<file path="src/rtl/flg_pkg.sv">
// Package: shared opcodes, pop-mode selector and bit masks for the flags unit.
// Assumes a 16-bit status word; bit positions are fixed by the behaviour.
package flg_pkg;
    localparam int FLAG_W = 16;
    localparam int BYTE_W = 8;
    localparam int LVL_W  = 2;
    localparam int OP_W   = 4;

    typedef enum logic [OP_W-1:0] {
        OP_CY_SET  = 4'd0,
        OP_CY_CLR  = 4'd1,
        OP_CY_INV  = 4'd2,
        OP_DIR_SET = 4'd3,
        OP_DIR_CLR = 4'd4,
        OP_IE_SET  = 4'd5,
        OP_IE_CLR  = 4'd6,
        OP_LO_LOAD = 4'd7,
        OP_LO_STOR = 4'd8,
        OP_POP     = 4'd9
    } flg_op_e;

    typedef enum logic [1:0] {
        POP_FULL    = 2'd0,
        POP_KEEP_IO = 2'd1,
        POP_KEEP_IE = 2'd2
    } pop_sel_e;

    localparam int BIT_CY  = 0;
    localparam int BIT_ONE = 1;
    localparam int BIT_IE  = 9;
    localparam int BIT_DIR = 10;

    localparam logic [FLAG_W-1:0] RESET_VAL    = 16'h0002;
    localparam logic [FLAG_W-1:0] FIXED_ONE    = 16'h0002;
    localparam logic [BYTE_W-1:0] LO_WR_MASK   = 8'hD5;
    localparam logic [FLAG_W-1:0] POP_MASK_ALL = 16'h7FD5;
    localparam logic [FLAG_W-1:0] POP_MASK_IO  = 16'h4FD5;
    localparam logic [FLAG_W-1:0] POP_MASK_IE  = 16'h4DD5;
    localparam logic [FLAG_W-1:0] KEEP_IO      = 16'h3000;
    localparam logic [FLAG_W-1:0] KEEP_IO_IE   = 16'h3200;
endpackage

</file>
<file path="src/rtl/flg_priv_check.sv">
// Module: privilege classifier. Decides whether interrupt-bit requests
// are allowed and which write mask a word pop uses.
// Assumes a lower number means more privilege (0 is the most privileged).
module flg_priv_check
    import flg_pkg::*;
#(
    parameter int LW = LVL_W
) (
    input  logic [LW-1:0] cpl,
    input  logic [LW-1:0] iopl,
    input  logic          prot_en,
    output logic          io_ok,
    output pop_sel_e      pop_sel
);
    // Classify the current privilege against the I/O level and the mode.
    always_comb begin
        io_ok = !prot_en || (cpl <= iopl);
        if (!prot_en || (cpl == '0))
            pop_sel = POP_FULL;
        else if (cpl <= iopl)
            pop_sel = POP_KEEP_IO;
        else
            pop_sel = POP_KEEP_IE;
    end
endmodule

</file>
<file path="src/rtl/flg_next.sv">
// Module: next-state logic. Works out the new status word, the write enable,
// the byte-store enable and a refusal for one request.
// Assumes at most one request per cycle; a refused request writes nothing.
module flg_next
    import flg_pkg::*;
#(
    parameter int FW = FLAG_W,
    parameter int BW = BYTE_W
) (
    input  logic          valid,
    input  flg_op_e       op,
    input  logic [FW-1:0] data,
    input  logic [FW-1:0] cur,
    input  logic          io_ok,
    input  pop_sel_e      pop_sel,
    output logic [FW-1:0] nxt,
    output logic          wr_en,
    output logic          st_en,
    output logic          refuse
);
    localparam int HI_W = FW - BW;

    // Decode the request into its effect on the status word.
    always_comb begin
        nxt    = cur;
        wr_en  = 1'b0;
        st_en  = 1'b0;
        refuse = 1'b0;
        if (valid) begin
            case (op)
                OP_CY_SET:  begin nxt[BIT_CY] = 1'b1;         wr_en = 1'b1; end
                OP_CY_CLR:  begin nxt[BIT_CY] = 1'b0;         wr_en = 1'b1; end
                OP_CY_INV:  begin nxt[BIT_CY] = ~cur[BIT_CY]; wr_en = 1'b1; end
                OP_DIR_SET: begin nxt[BIT_DIR] = 1'b1;        wr_en = 1'b1; end
                OP_DIR_CLR: begin nxt[BIT_DIR] = 1'b0;        wr_en = 1'b1; end
                OP_IE_SET, OP_IE_CLR: begin
                    if (io_ok) begin
                        nxt[BIT_IE] = (op == OP_IE_SET);
                        wr_en       = 1'b1;
                    end else begin
                        refuse = 1'b1;
                    end
                end
                OP_LO_LOAD: begin
                    nxt   = {cur[FW-1:BW], (data[BW-1:0] & LO_WR_MASK)} | FIXED_ONE;
                    wr_en = 1'b1;
                end
                OP_LO_STOR: st_en = 1'b1;
                OP_POP: begin
                    wr_en = 1'b1;
                    case (pop_sel)
                        POP_FULL:    nxt = (data & POP_MASK_ALL) | FIXED_ONE;
                        POP_KEEP_IO: nxt = (cur & KEEP_IO) | (data & POP_MASK_IO) | FIXED_ONE;
                        default:     nxt = (cur & KEEP_IO_IE) | (data & POP_MASK_IE) | FIXED_ONE;
                    endcase
                end
                default: nxt = cur;
            endcase
        end
    end

    // The upper part of the word is never produced from the accumulator byte.
    if (HI_W <= 0) begin : g_bad_width
        initial $error("flg_next: word must be wider than a byte");
    end
endmodule

</file>
<file path="src/rtl/flg_unit.sv">
// Module: top of the status flags unit. Holds the status word, the stored
// accumulator byte and the fault pulse; all are updated on the edge after a request.
// Assumes a synchronous active-low reset and a single-cycle op_valid strobe.
module flg_unit
    import flg_pkg::*;
#(
    parameter int FW = FLAG_W,
    parameter int BW = BYTE_W,
    parameter int LW = LVL_W,
    parameter int OW = OP_W
) (
    input  logic          clk,
    input  logic          rst_n,
    input  logic          op_valid,
    input  logic [OW-1:0] op_code,
    input  logic [FW-1:0] op_data,
    input  logic [LW-1:0] cpl,
    input  logic [LW-1:0] iopl,
    input  logic          prot_en,
    output logic [FW-1:0] flags,
    output logic [BW-1:0] acc_byte,
    output logic          gp_fault
);
    logic          io_ok;
    pop_sel_e      pop_sel;
    logic [FW-1:0] nxt;
    logic          wr_en, st_en, refuse;
    flg_op_e       op;

    assign op = flg_op_e'(op_code);

    flg_priv_check #(.LW(LW)) priv_i (
        .cpl(cpl), .iopl(iopl), .prot_en(prot_en),
        .io_ok(io_ok), .pop_sel(pop_sel)
    );

    flg_next #(.FW(FW), .BW(BW)) next_i (
        .valid(op_valid), .op(op), .data(op_data), .cur(flags),
        .io_ok(io_ok), .pop_sel(pop_sel),
        .nxt(nxt), .wr_en(wr_en), .st_en(st_en), .refuse(refuse)
    );

    // Register the status word, the stored byte and the fault pulse.
    always_ff @(posedge clk) begin
        if (!rst_n) begin
            flags    <= RESET_VAL;
            acc_byte <= '0;
            gp_fault <= 1'b0;
        end else begin
            gp_fault <= refuse;
            if (wr_en) flags <= nxt;
            if (st_en) acc_byte <= flags[BW-1:0];
        end
    end

    AST_CARRY_ONLY: assert property (@(posedge clk) disable iff (!rst_n)
        (op_valid && op_code <= 4'd2) |=> (flags[FW-1:1] == $past(flags[FW-1:1])));
    AST_DIR_ONLY: assert property (@(posedge clk) disable iff (!rst_n)
        (op_valid && (op_code == 4'd3 || op_code == 4'd4)) |=>
        ({flags[FW-1:BIT_DIR+1], flags[BIT_DIR-1:0]} ==
         {$past(flags[FW-1:BIT_DIR+1]), $past(flags[BIT_DIR-1:0])}));
    AST_LOAD_HIGH_KEPT: assert property (@(posedge clk) disable iff (!rst_n)
        (op_valid && op_code == 4'd7) |=> (flags[FW-1:BW] == $past(flags[FW-1:BW])));
    AST_STORE_BYTE: assert property (@(posedge clk) disable iff (!rst_n)
        (op_valid && op_code == 4'd8) |=> (acc_byte == $past(flags[BW-1:0]) && $stable(flags)));
    AST_POP_IOPL_KEPT: assert property (@(posedge clk) disable iff (!rst_n)
        (op_valid && op_code == 4'd9 && prot_en && cpl != '0) |=>
        (flags[13:12] == $past(flags[13:12])));
    AST_POP_IE_KEPT: assert property (@(posedge clk) disable iff (!rst_n)
        (op_valid && op_code == 4'd9 && prot_en && cpl > iopl) |=>
        (flags[BIT_IE] == $past(flags[BIT_IE])));
    AST_FAULT_FROZEN: assert property (@(posedge clk) disable iff (!rst_n)
        gp_fault |-> $stable(flags));
    AST_FAULT_CAUSE: assert property (@(posedge clk) disable iff (!rst_n)
        gp_fault |-> $past(op_valid));
    AST_IDLE_HOLD: assert property (@(posedge clk) disable iff (!rst_n)
        !op_valid |=> ($stable(flags) && $stable(acc_byte) && !gp_fault));
    AST_BIT1_HIGH: assert property (@(posedge clk) disable iff (!rst_n)
        $past(rst_n) |-> flags[BIT_ONE]);
endmodule

</file>
<file path="config.mk">
export PLATFORM = sky130hd
export DESIGN_NAME = flg_unit
export DESIGN_NICKNAME = d
export VERILOG_FILES = /design/src/rtl/flg_pkg.sv /design/src/rtl/flg_priv_check.sv /design/src/rtl/flg_next.sv /design/src/rtl/flg_unit.sv
export SDC_FILE = /design/constraint.sdc
export NUM_CORES = 1
export LEC_CHECK = 0
export ABC_AREA = 1
export BUFFER_PORTS_ARGS = -buffer_cell sky130_fd_sc_hd__buf_2
export CAP_MARGIN = 20
export CORE_MARGIN = 4
export CORE_UTILIZATION = 40
export DETAILED_ROUTE_END_ITERATION = 6
export PLACE_DENSITY_LB_ADDON = 0.25
export SYNTH_ARGS = -nofsm -noshare
export SYNTH_HDL_FRONTEND = slang
export SYNTH_HIERARCHICAL = 1
export SYNTH_SLANG_ARGS = --single-unit
</file>
<file path="constraint.sdc">
create_clock -name clk -period 1.55 [get_ports clk]
set_input_delay 0.31 -clock clk [delete_from_list [all_inputs] [get_ports clk]]
set_output_delay 0.31 -clock clk [all_outputs]
set_load 0.05 [all_outputs]
</file>
=== Word level (Yosys, flattened, before mapping) ===
Cells that the tools add are included.
W data, S select, Z words.

* Mux-type cells: 14
* Bitwise logic cells: 4
* Equal/unequal tests: 11
* Order comparisons: 1
* Reduce and logical (&&, ||, !) cells: 19

{| class="wikitable"
|+ Operators with widths
! operator !! number
|-
| $pmux W16 S2 || 1
|-
| $or A14 B15 Y15 || 2
|-
| $eq A4 B3 Y1 const B || 4
|-
| $pmux W8 S2 || 1
|-
| $reduce_and A3 Y1 || 5
|-
| $eq A4 B2 Y1 const B || 2
|-
| $eq A4 B4 Y1 const B || 2
|-
| $reduce_and A4 Y1 || 2
|-
| $reduce_or A7 Y1 || 1
|-
| $mux W1 || 6
|-
| $pmux W1 S5 || 1
|-
| $reduce_bool A5 Y1 || 1
|-
| $eq A4 B1 Y1 const B || 1
|-
| $logic_not A2 Y1 || 2
|-
| $logic_not A4 Y1 || 1
|-
| $mux W2 || 2
|-
| $pmux W1 S2 || 2
|-
| $reduce_bool A2 Y1 || 2
|-
| $pmux W1 S3 || 1
|-
| $reduce_bool A3 Y1 || 1
|-
| $eq A2 B1 Y1 const B || 1
|-
| $le A2 B2 Y1 || 1
|-
| $logic_or A1 B1 Y1 || 2
|-
| $ne A2 B2 Y1 const B || 1
|-
| 3 further kinds || 4
|}

* Register bits: 25
* Output and inout bits: 25
* Input bits: 28
* Logic and storage cells: 57

=== Longest topological paths before layout ===
Gate-level depths: netlist of the first run.

* Depth after elaboration: 6
* Gate-level depth with buffers: 16

=== By module ===
Netlist of the first run, hierarchy kept.

{| class="wikitable"
|+ Modules (own cells, without submodules)
! module !! area each (µm²) !! instances !! cells an instance !! sequential area each (µm²)
|-
| flg_unit || 1042.2 || 1 || 154 || 500.5
|-
| flg_next || 425.4 || 1 || 97 || 0.0
|-
| flg_priv_check || 78.8 || 1 || 14 || 0.0
|}

=== Least setup slack after synthesis of the first run ===
Ideal clock, no wire load.

* Path kind: input to register
* Start point: input port iopl[1]
* End point: register flags[7]
* Data arrival time: 1.505 ns
* Slack: -0.071 ns
* Cell stages on the path: 12
* Buffers on the path: 1
* Path through: inv_1 ha_1 nand2_1 nand2_2 nand3_1 inv_1 nor2_1 o21ai_0 nand2_1 buf_6 nor2_1 nor2_2

* Longest elaborated chain between the ends: 6
* Elaborated cells on any way between the ends: 12
* Those cells by class: 1 x order compare; 1 x eq/ne; 7 x mux; 3 x reduce/logical

{| class="wikitable"
|+ Ends and longest elaborated chain
! what !! RTL line !! RTL
|-
| from (decl) || flg_unit.sv:18 || <nowiki>input logic [LW-1:0] iopl,</nowiki>
|-
| $le A2 B2 Y1 || flg_priv_check.sv:17 || <nowiki>io_ok = !prot_en || (cpl <= iopl);</nowiki>
|-
| $logic_or A1 B1 Y1 || flg_priv_check.sv:17 ||
|-
| net io_ok || flg_unit.sv:24 || <nowiki>logic io_ok;</nowiki>
|-
| $mux W1 || flg_next.sv:37 || <nowiki>if (io_ok) begin</nowiki>
|-
| $pmux W1 S2 || flg_next.sv:30 || <nowiki>case (op)</nowiki>
|-
| $mux W1 || flg_next.sv:29 || <nowiki>if (valid) begin</nowiki>
|-
| net wr_en || flg_unit.sv:27 || <nowiki>logic wr_en, st_en, refuse;</nowiki>
|-
| $reduce_and A3 Y1 (no line) || - ||
|-
| to (signal assigned) || flg_unit.sv:51 || <nowiki>if (wr_en) flags <= nxt;</nowiki>
|-
| to (decl) || flg_unit.sv:20 || <nowiki>output logic [FW-1:0] flags,</nowiki>
|}

The timed path passes the listed nets, and every way through them passes these cells. The select of a mux whose other input is x is not followed.
A chain may end at the register's enable or synchronous reset.

=== Worst setup path in the final report of the first run ===
* Start point: input port cpl[1]
* End point: register flags[7]

* Longest elaborated chain between the ends: 6
* Elaborated cells on any way between the ends: 14
* Those cells by class: 1 x order compare; 1 x eq/ne; 7 x mux; 5 x reduce/logical

{| class="wikitable"
|+ Ends and longest elaborated chain
! what !! RTL line !! RTL
|-
| from (decl) || flg_unit.sv:17 || <nowiki>input logic [LW-1:0] cpl,</nowiki>
|-
| $le A2 B2 Y1 || flg_priv_check.sv:17 ||
|-
| $logic_or A1 B1 Y1 || flg_priv_check.sv:17 ||
|-
| net io_ok || flg_unit.sv:24 ||
|-
| $mux W1 || flg_next.sv:37 ||
|-
| $pmux W1 S2 || flg_next.sv:30 ||
|-
| $mux W1 || flg_next.sv:29 ||
|-
| net wr_en || flg_unit.sv:27 ||
|-
| $reduce_and A3 Y1 (no line) || - ||
|}

The timed path passes the listed nets, and every way through them passes these cells. The select of a mux whose other input is x is not followed.

==> run summary, run 1 <==
The maximum net fanout on the critical path is 7. The total of endpoints with negative setup slack in the final report is 0. The share of the Yosys chip area taken by registers is 0.324. The number of warning messages in the yosys log came out at 6. The initial core utilization is 0.419. Each instance of the synthesized netlist takes up on average 5.84 µm². The via count of the first global-routing pass came out at approximately 1300.

The number of clock buffers inserted by TritonCTS came out at 3. 53 I/O pins were placed. The total congestion overflow after global routing came out at 0. The number of fillers in the final layout is 403. The data required time of the critical path is approximately 1.7 ns.

The maximum clock frequency is between 600 and 700 MHz. The flow ran to the end, and the final reports show no timing, DRC or antenna violations. The total core area is 3690 µm². The deepest clock path buffer count is 2. The worst setup path is of the input port to flop kind. In the final layout, the share of cells above drive strength 1 is 0.306. Prior to clock tree synthesis, the placed netlist has a worst setup slack of -0.213 ns. The clock transition at the registers of the reported paths is ~0.08 ns.

The power after layout came out at ~0.0017 W. The worst slew margin relative to its limit is 0.690. The first-pass GRT wire length is 5350 µm. The number of nets handed over by synthesis was approximately 300. The class of the worst hold path is input port to flop. The ratio of routed vias to standard cells is around 4.3. The initial antenna violation count is 0. Counting distinct cell types in the post-synthesis netlist gives 20.

The final instance count without filler cells came out at between 300 and 400. The cell area that synthesis handed to floorplanning was 1550 µm². In this run the static leakage power is around 1.1 nW. The floorplan die height is 70.2 µm. The post-synthesis cell count is 265. The largest net degree at the start of global routing is 27.

The count of final hold-check violations came out at 0. The number of rows created at floorplan came out at 22. The max-slew violation count came out at 0. The diode insertion count for antenna repair came out at 0.

Counting flops and latches in the post-synthesis netlist gives 25. The length of the first detailed-routing pass in iterations came out at 4. Leaving out fill and tap cells, the most frequent cell in the layout is nand2_1. The shortest clock period the worst path allows after layout is 1.48 ns. The H-tree depth came out at 1.

The detailed-placement wirelength estimate is 2430 µm. For the final routed database, the setup TNS stands at 0 ns. The power per standard cell area came out at 841 nW/µm².

TritonCTS built the clock tree. The global routing usage summed across all routing layers came out at 0.130. The biggest area contributor in the post-synthesis netlist is dfxtp_1.

The portion of the clock cycle consumed by the worst path in the final layout is 0.953. The number of port buffers is 48. The final estimated routing congestion in global placement is a little under 0.8.

The total DRC errors in the routed layout is 0. The area share of the leading cell type in the synthesized netlist came out at 0.324. Between clock sinks in the finished design, the worst skew comes to around 0.00031 ns. The die outline area is 4930 µm². The actual transition at the worst max-transition pin came out at roughly 0.47 ns. The slack of the critical path is 0.0732 ns.

Ranked by total cell area, the synthesized netlist is headed by dfxtp_1, nand2_1, nor2_1. The relative area change from synthesis to final layout came out at 30.5%. The number of max-cap violations is 0.

Measured along the x axis, the die boundary spans 70.2 µm. Once layout is complete, the utilization of the core stands at 0.547. Across the VDD grid, the largest voltage drop is around 0.68 mV.

The insertion delay to the later sink of the worst-skew pair came out at around 0.26 ns. The routed layout has ~1600 vias. Setup repair after global routing could not meet its margin everywhere. The count of antenna-violating nets left after detailed routing came out at 0. The final wirelength is between 3000 and 4000 µm. The violation count after the first detailed-route iteration is 58. The number of nets in the final layout came out at about 350. The cell sitting at the root of the clock tree is a clkbuf_8. The type of element launching the critical path is an input port. The CTS sink count came out at 25.

The number of placed cells counting well taps is between 300 and 400. STA classifies the critical path endpoint as a flop. In the layout the commonest cells are nand2_1, nor2_1, buf_2, inv_1, dfxtp_1. Dividing the detail-routed wire length by the instance count gives about 9.4 µm. The data arrival time of the critical path is between 1.5 and 2 ns.
Yosys cell counts:
master / n
a21oi_1: 2
buf_2: 1
buf_4: 3
buf_6: 5
clkinv_4: 1
dfxtp_1: 25
ha_1: 2
inv_1: 40
inv_2: 1
nand2_1: 99
nand2_2: 5
nand2_4: 1
nand3_1: 11
nor2_1: 53
nor2_2: 7
nor2_4: 1
nor3_1: 1
o21ai_0: 4
o21ai_1: 2
or2_1: 1
critical path, cell delays in order:
cell       delay [ns]
buf_6            0.10
ha_4             0.26
nand2_2          0.04
nand2_2          0.08
nand3_2          0.09
inv_2            0.08
nor2_4           0.03
o21ai_2          0.17
nand2_4          0.12
clkbuf_16        0.19
nor2_2           0.11
nor2_2           0.04
timing repair:
action | in CTS | in global routing
hold endpoints to repair | 0 | 0
hold buffers | 0 | 0
setup buffers | 0 | 0
resized for setup | 0 | 25
endpoints found under the setup margin | 0 | 16
cell families after synthesis:
group	synth area share
AO/OA/AOI/OAI	0.0259
flip-flops	0.324
AND/OR/NAND/NOR	0.475
buffers and inverters	0.159
adder cells (fa/ha/maj)	0.0162
layout make-up:
type,count,area (µm²),area share
well taps,48,60.1,0.0298
multi-input cells,189,878,0.435
clock buffers,4,45.0,0.0223
inverters,42,163,0.0806
repair buffers,57,372,0.184
flip-flops and latches,25,500,0.248
metrics by stage:
step	hold WS [ns]	instance area (µm²)
floorplan	0.567	1550
global placement	0.458	1830
detailed placement	0.461	1830
CTS	0.422	1870
global route	0.448	2020
finish	0.428	2020
per-layer routing:
| metal | track usage | up-vias | wire, µm | part of all wire |
|---|---|---|---|---|
| met3 | 0.0388 | 2 | 187 | 0.054 |
| met5 | 0 | - | 0 | 0 |
| met4 | 0.0383 | 0 | 27 | 0.0078 |
| met2 | 0.209 | 27 | 1600 | 0.46 |
| li1 | - | 875 | - | - |
| met1 | 0.166 | 659 | 1630 | 0.47 |
state kept, by name, summed over array words and instances (netlist names):
signal / flops
gp_fault: 1
flags: 16
acc_byte: 8
worst paths after layout:
kind | from | endpoint | slack (ns) | cells past startpoint
max | cpl[1] | flags[7] | 0.07 | 12
min reg2reg | acc_byte[1] | acc_byte[1] | 0.47 | 2
min | op_data[2] | flags[2] | 0.43 | 7
max reg2reg | flags[9] | flags[9] | 0.43 | 10
report_power, final:
part / leakage [nW] / internal, W / switching [W] / total, W
Combinational: 0.841 / 0.000208 / 0.000386 / 0.000594
Clock: 0.0228 / 0.000183 / 0.000194 / 0.000377
Sequential: 0.204 / 0.000687 / 0.0000386 / 0.000725
No activity file was read; power rests on OpenSTA's default activity.
==> run 2, diff against run 1 <==
Settings changed: PLACE_DENSITY set to 0.69, PLACE_DENSITY_LB_ADDON 0.25 to not set, REMOVE_ABC_BUFFERS set to 1.
==> run 2 against run 1 <==
Compared with the run above:
- worst hold slack better by 0.0025 ns
- flip-flop and latch count unchanged
- setup slack worse by 0.0072 ns
- die area is the same
- via count is 1.9% higher
- highest routed layer unchanged
- global-route usage grew 0.64 points
- clock skew hardly changed
- sequential power hardly changed
- largest cell class unchanged
- largest power group unchanged
- first-iteration DRC count down 19%
==> run summary, run 2 (synthesis gave the netlist of run 1 again) <==
The flow ran to the end, and the final reports show no timing, DRC or antenna violations. The maximum net fanout on the critical path is 8. The violation count after the first detailed-route iteration came out at 47. The nature of the critical path endpoint is a flop. The type of element launching the critical path is an input port.

The startpoint of the worst hold path is op_data[6]. The highest ir drop seen on vdd came out at a little over 0.5 mV. The max-slew violation count came to 0. Ranked by flip-flop count, first place goes to flags. The reported net switching power came out at 0.000624 W.

The clock transition at the registers of the reported paths is roughly 0.080 ns. The data required time of the critical path is 1.76 ns. The class of the worst hold path is input port to flop.

The most common cell after layout, fill and taps aside is nand2_1. After detailed routing, the met2 layer carries around 1700 µm of wire. Counting every sink on the clock net gives 25. The first TritonRoute pass finished after 4 iterations. The total congestion overflow after global routing came out at 0. The average detailed-routed wire length per instance is 9.88 µm. For the worst setup path, the data arrival time is roughly 1.7 ns. The count of final hold-check violations is 0. The clock skew after layout is around 0.00041 ns.

The slack of the critical path is 0.0660 ns. The initial core utilization is 0.419. The internal power of the cells totals between 0.001 and 0.0015 W.

The first-pass GRT wire length is 5620 µm. The layout cell share with drive strength beyond 1 came out at 0.297. The routed length on met1 came out at ~1700 µm. The register cell area after layout is about 500 µm².

Using the TritonRoute via totals, the vias-per-cell ratio works out to around 4.3. For the worst-skew pair, the clock arrives at the later sink with an insertion delay of about 0.27 ns. The largest net degree at the start of global routing is 33. The startpoint identified for the worst register-to-register timing path is flags[9]. The die outline area came out at around 4900 µm².

The actual transition at the worst max-transition pin is around 0.44 ns. The total DRC errors in the routed layout came out at 0. The longest clock path from root to sink contains 2 buffers. The post-placement worst setup slack is -0.240 ns. TritonCTS created 3 clock buffers. The master of the slowest instance on the critical path is ha_4.

Hold repair after CTS inserted 0 buffers. The switching portion of total power came out at 0.366. The count of antenna-violating nets left after detailed routing is 0. In the final layout, the multi-input gates occupy about 850 µm². The via count came out at approximately 1600.

The total core area came out at about 3700 µm². In the global route stage, overall resource usage came out at 0.136. The tree is rooted in a clkbuf_8. The initial antenna violation count came to 0. By instance count, the cell type seen most on the critical path is nand2_2.

The width of the die came out at ~70 µm. The end of the worst register-to-register path is flags[9]. Setup repair after global routing could not meet its margin everywhere. The analysis attributes to cell leakage a power of ~1.1 nW. The number of flip-flops in the largest register came out at 16. The number of fillers in the final layout came out at 380. The number of rows created at floorplan came out at 22. The routed design has 3640 µm of wire. The final estimated routing congestion in global placement is slightly above 0.8. The critical path's largest stage delay is 0.27 ns.

Traced cell by cell, the critical path runs through buf_8 -> ha_4 -> nand2_2 -> nand2_2 -> nand3_2 -> inv_2 -> nor2_1 -> o21ai_1 -> nand2_2 -> clkbuf_16 -> nand2_1 -> nand2_1 -> nor2_1. The worst hold path depth came out at 7. The power per standard cell area is 843 nW/µm². The worst setup slack for register-to-register paths is 0.42 ns.

The number of nets in the final layout is 351. Max-cap violations in this run came to 0. The floorplan die height is ~70 µm. The maximum clock frequency came out at between 600 and 700 MHz. Of the total power, combinational logic draws 0.347. In the finished design, the share of the clock period the worst path needs comes to 0.957. The relative area change from synthesis to final layout is 30.5%. In this run the tightest slew margin relative to its limit is 0.707. 0 antenna diodes ended up in the layout. The power after layout came out at roughly 0.0017 W. The shortest clock period the worst path allows after layout is about 1.5 ns. The sequential share of power came out at 0.426.

The H-tree depth came out at 1. The path with the worst hold slack has its endpoint at flags[6]. The detailed-routed wire length on met3 is roughly 170 µm.

In this run the top signal layer used is met4. The clock tree from TritonCTS is yes. The length in cells of the worst reg-to-reg path came out at 10. Setup violations remaining at the end of the flow were counted as 0. Once detailed placement completed, the half-perimeter wirelength came to around 2500 µm.

The clock share of power came out at 0.226. The via count of the first global-routing pass came to between 1000 and 1500. By startpoint and endpoint, the worst setup path is classified as input port to flop. In the layout the commonest cells are nand2_1, nor2_1, buf_2, inv_1, dfxtp_1. The number of placed I/O pins is 53. The number of port buffers is 48. In the final layout, the registers with the most flip-flops are flags x16, acc_byte x8, gp_fault x1.
==> run 2: critical path, delay by kind of cell <==
kind	cells	cell delay, ns
buffers and inverters	3	0.36
AOI/OAI and AO/OA	1	0.15
and+or+nand+nor	8	0.58
adders and majority gates	1	0.27
==> run 2: routing by layer <==
| layer | global-route usage | vias up |
|---|---|---|
| li1 | - | 883 |
| met4 | 0.0340 | 0 |
| met3 | 0.0345 | 2 |
| met2 | 0.234 | 30 |
| met1 | 0.168 | 677 |
| met5 | 0 | - |
==> run 2: layout make-up <==
cell class / instances / area share
repair buffers: 60 / 0.197
inverters: 42 / 0.0806
well taps: 48 / 0.0298
flip-flops and latches: 25 / 0.248
multi-input cells: 189 / 0.422
clock buffers: 4 / 0.0223
==> run 2: power by group through the flow <==
stage / sequential (W) / combinational (W) / clock [W]
3_5_place_dp: 0.000741 / 0.000523 / 0
2_1_floorplan: 0.000889 / 0.000223 / 0
3_3_place_gp: 0.000738 / 0.000515 / 0
5_1_grt: 0.000734 / 0.000650 / 0.000420
4_1_cts: 0.000725 / 0.000525 / 0.000397
6_report: 0.000726 / 0.000591 / 0.000385
==> run 2: timing repair <==
item	4_1_cts	5_1_grt
gates resized for setup	0	22
setup endpoints to repair	0	16
setup buffers	0	1
==> run 2: metrics by stage <==
step / setup TNS (ns) / hold slack (ns) / utilization / area (µm²) / cells
floorplan: -5.14 / 0.394 / - / 1460 / 256
global placement: -3.04 / 0.452 / 0.498 / 1840 / 360
detailed placement: -3.55 / 0.462 / 0.498 / 1840 / 360
CTS: 0 / 0.418 / 0.510 / 1880 / 364
global route: -0.329 / 0.466 / 0.547 / 2020 / 368
finish: 0 / 0.430 / 0.547 / 2020 / 368
==> run 2: worst max-delay path by stage <==
stage / start / endpoint / slack (ns)
final: cpl[1] / flags[5] / 0.07
after global placement: cpl[1] / flags[1] / -0.21
after floorplan: iopl[1] / flags[11] / -0.33
after detailed placement: cpl[0] / flags[11] / -0.24
after global routing: cpl[0] / flags[13] / -0.03
after CTS: cpl[0] / flags[2] / 0.05
==> run 3, diff against run 2 <==
Settings changed: CORE_UTILIZATION 40 to 45, PLACE_DENSITY 0.69 to 0.76.
==> run 3 against run 2 <==
Compared with the run above:
- clock-buffer cell count is 1 lower
- first-iteration DRC count is 120% higher
- global-route usage is 2.6 points higher
- via count is 0.63% higher
- sequential power hardly changed
- largest cell class unchanged
- clock power is 26% lower
==> run summary, run 3 (synthesis gave the netlist of run 1 again) <==
The average detailed-routed wire length per instance came out at 9.25 µm. Along the worst path, the maximum fanout reaches 16. The portion of the clock cycle consumed by the worst path in the final layout is 0.934. The final wirelength is 3370 µm.

The root buffer cell chosen for the clock tree is clkbuf_4. The critical path's largest stage delay is 0.27 ns. For this run, the total global-route usage over all layers was measured as 0.162. The min-delay analysis places its worst path in the category input port to flop. The maximum clock frequency is a little under 700 MHz. The insertion delay to the later sink of the worst-skew pair is 0.32 ns. The ratio of routed vias to standard cells came out at roughly 4.4. The static leakage came out at around 1.1 nW. The actual transition at the worst max-transition pin came out at 0.445 ns. The H-tree depth is 1. The count of final hold-check violations is 0. The worst setup path is launched from an input port. Pin placement for this block handled between 50 and 60 I/O pins.

After clock tree synthesis, the clock-pin slew on the worst setup and hold paths is about 0.14 ns. The aggregate negative setup slack came out at 0 ns. The final estimated routing congestion in global placement came out at a little over 0.8. The number of rows created at floorplan is 21. The count of antenna-violating nets left after detailed routing is 0.

Counting along the longest clock path gives a buffer depth of 2. The first-pass GRT wire length is about 5700 µm. The post-placement worst setup slack came out at -0.248 ns.

The length of the first detailed-routing pass in iterations is 4. The worst pin sits at a relative slew slack of 0.704. In the post-route analysis, the smallest setup slack over all paths is roughly 0.10 ns. Counting stages on the worst path, the most repeated cell is nand2_1. The detailed-placement wirelength estimate is approximately 2500 µm.

In this run the vertical extent of the chip is between 60 and 70 µm. The top cell types in the final layout, fill and taps aside, are nand2_1, nor2_1, buf_2, inv_1, dfxtp_1. The largest registers in the layout are flags x16, acc_byte x8, gp_fault x1. Across the run, the number of max-cap violations was 0. The number of buffers inserted by hold repair at cts came out at 0. The max-slew violation count came to 0. After detailed placement, the total cell area comes to about 1800 µm².

The initial antenna violation count is 0. The die covers between 4000 and 5000 µm². Detailed routing inserted a total of 1602 vias. The total congestion overflow after global routing came out at 0. Setup repair after global routing left no endpoint under its margin. After detailed routing, the number of remaining DRC violations is 0. The master of the slowest instance on the critical path is ha_4. More flip-flops sit in one register than any other, and that register is flags. The register with the most flip-flops in the layout has 16 of them. The number of clock buffers inserted by TritonCTS came out at 3. The final instance count without filler cells is around 360. The violation count after the first detailed-route iteration is about 100. In this run the horizontal extent of the chip is 66.6 µm.

The initial core utilization came out at 0.463. The utilization after layout is 0.580. The clock skew after layout is 0.0116 ns. CTS saw 25 sinks. The relative area change from synthesis to final layout is 25.2%. The clock tree from TritonCTS is yes. The total of endpoints with negative setup slack in the final report came out at 0. The largest net degree at the start of global routing came out at 33. The number of port buffers is between 40 and 50. The signal on the critical path passes through buf_2 -> ha_4 -> nand2_1 -> nand2_2 -> nand3_2 -> inv_2 -> nor2_1 -> o21ai_1 -> nand2_2 -> clkbuf_16 -> nand2_1 -> nand2_1 -> nor2_1.

The layout cell share with drive strength beyond 1 came out at 0.267. The diode insertion count for antenna repair is 0. The number of placed cells counting well taps is 358. The via count of the first global-routing pass came to around 1400.

The worst setup path is captured at a flop. STA puts the critical path data arrival time at 1.70 ns. Once layout is done, the placed cells without fillers occupy between 1500 and 2000 µm². The library cell used most frequently in the layout, excluding fill and tap cells, is nand2_1. The power per standard cell area is around 800 nW/µm². The clock period could shrink to ~1.4 ns. After the last flow step, the layout net total stands at 349. The highest ir drop seen on vdd is 0.562 mV. The total core area is 3340 µm².

The data required time of the critical path came out at between 1.5 and 2 ns. The run finished with clean final reports. The worst setup path is of the input port to flop kind.
## run 3: cell count changes in the layout (fill, tap and decap cells not counted), sizes merged
cell,delta
clkbuf,-1
buf,-2
clkinv,+1
## run 3: worst paths after layout
kind               startpoint           to  slack, ns  depth (start not counted)
hold reg to reg   acc_byte[4]  acc_byte[4]       0.48                          2
setup / recovery       cpl[1]     flags[5]       0.10                         13
setup reg to reg     flags[9]     flags[9]       0.43                         10
hold / removal     op_data[6]     flags[6]       0.37                          7
## run 3: cell type report
type / instances / area (µm²)
fill: 339 / 1400
inverter: 42 / 163
timing repair buffer: 58 / 363
clock buffer: 3 / 22.5
clock inverter: 1 / 5.00
tap: 46 / 57.6
multi-input combinational: 189 / 825
sequential: 25 / 500
## run 3: routing by layer
metal,up-vias,track usage,share of wire
li1,878,-,-
met1,690,0.195,0.46
met2,30,0.282,0.47
met3,4,0.0438,0.050
met4,0,0.0381,0.015
met5,-,0,0
## run 3: power by group
group | leakage [nW] | internal, W | switching, W
clock network | 0.0177 | 0.0000965 | 0.000186
logic | 0.834 | 0.000191 | 0.000369
registers | 0.204 | 0.000687 | 0.0000368
total | 1.06 | 0.000975 | 0.000592
## run 3: timing repair
item	in CTS	in global routing
endpoints found under the setup margin	0	16
gates resized for setup	0	8
buffers inserted	0	0
## run 3: stage by stage
step                power [W]  hold slack [ns]
floorplan             0.00111            0.394
global placement      0.00125            0.451
detailed placement    0.00126            0.459
CTS                   0.00155            0.351
global route          0.00169            0.390
finish                0.00157            0.366
## run 3: critical path: cells and delay by family
family / cells / cell delay (ns)
AO/OA/AOI/OAI: 1 / 0.15
AND/OR/NAND/NOR: 8 / 0.61
adder cells (fa/ha/maj): 1 / 0.27
buffers and inverters: 3 / 0.38
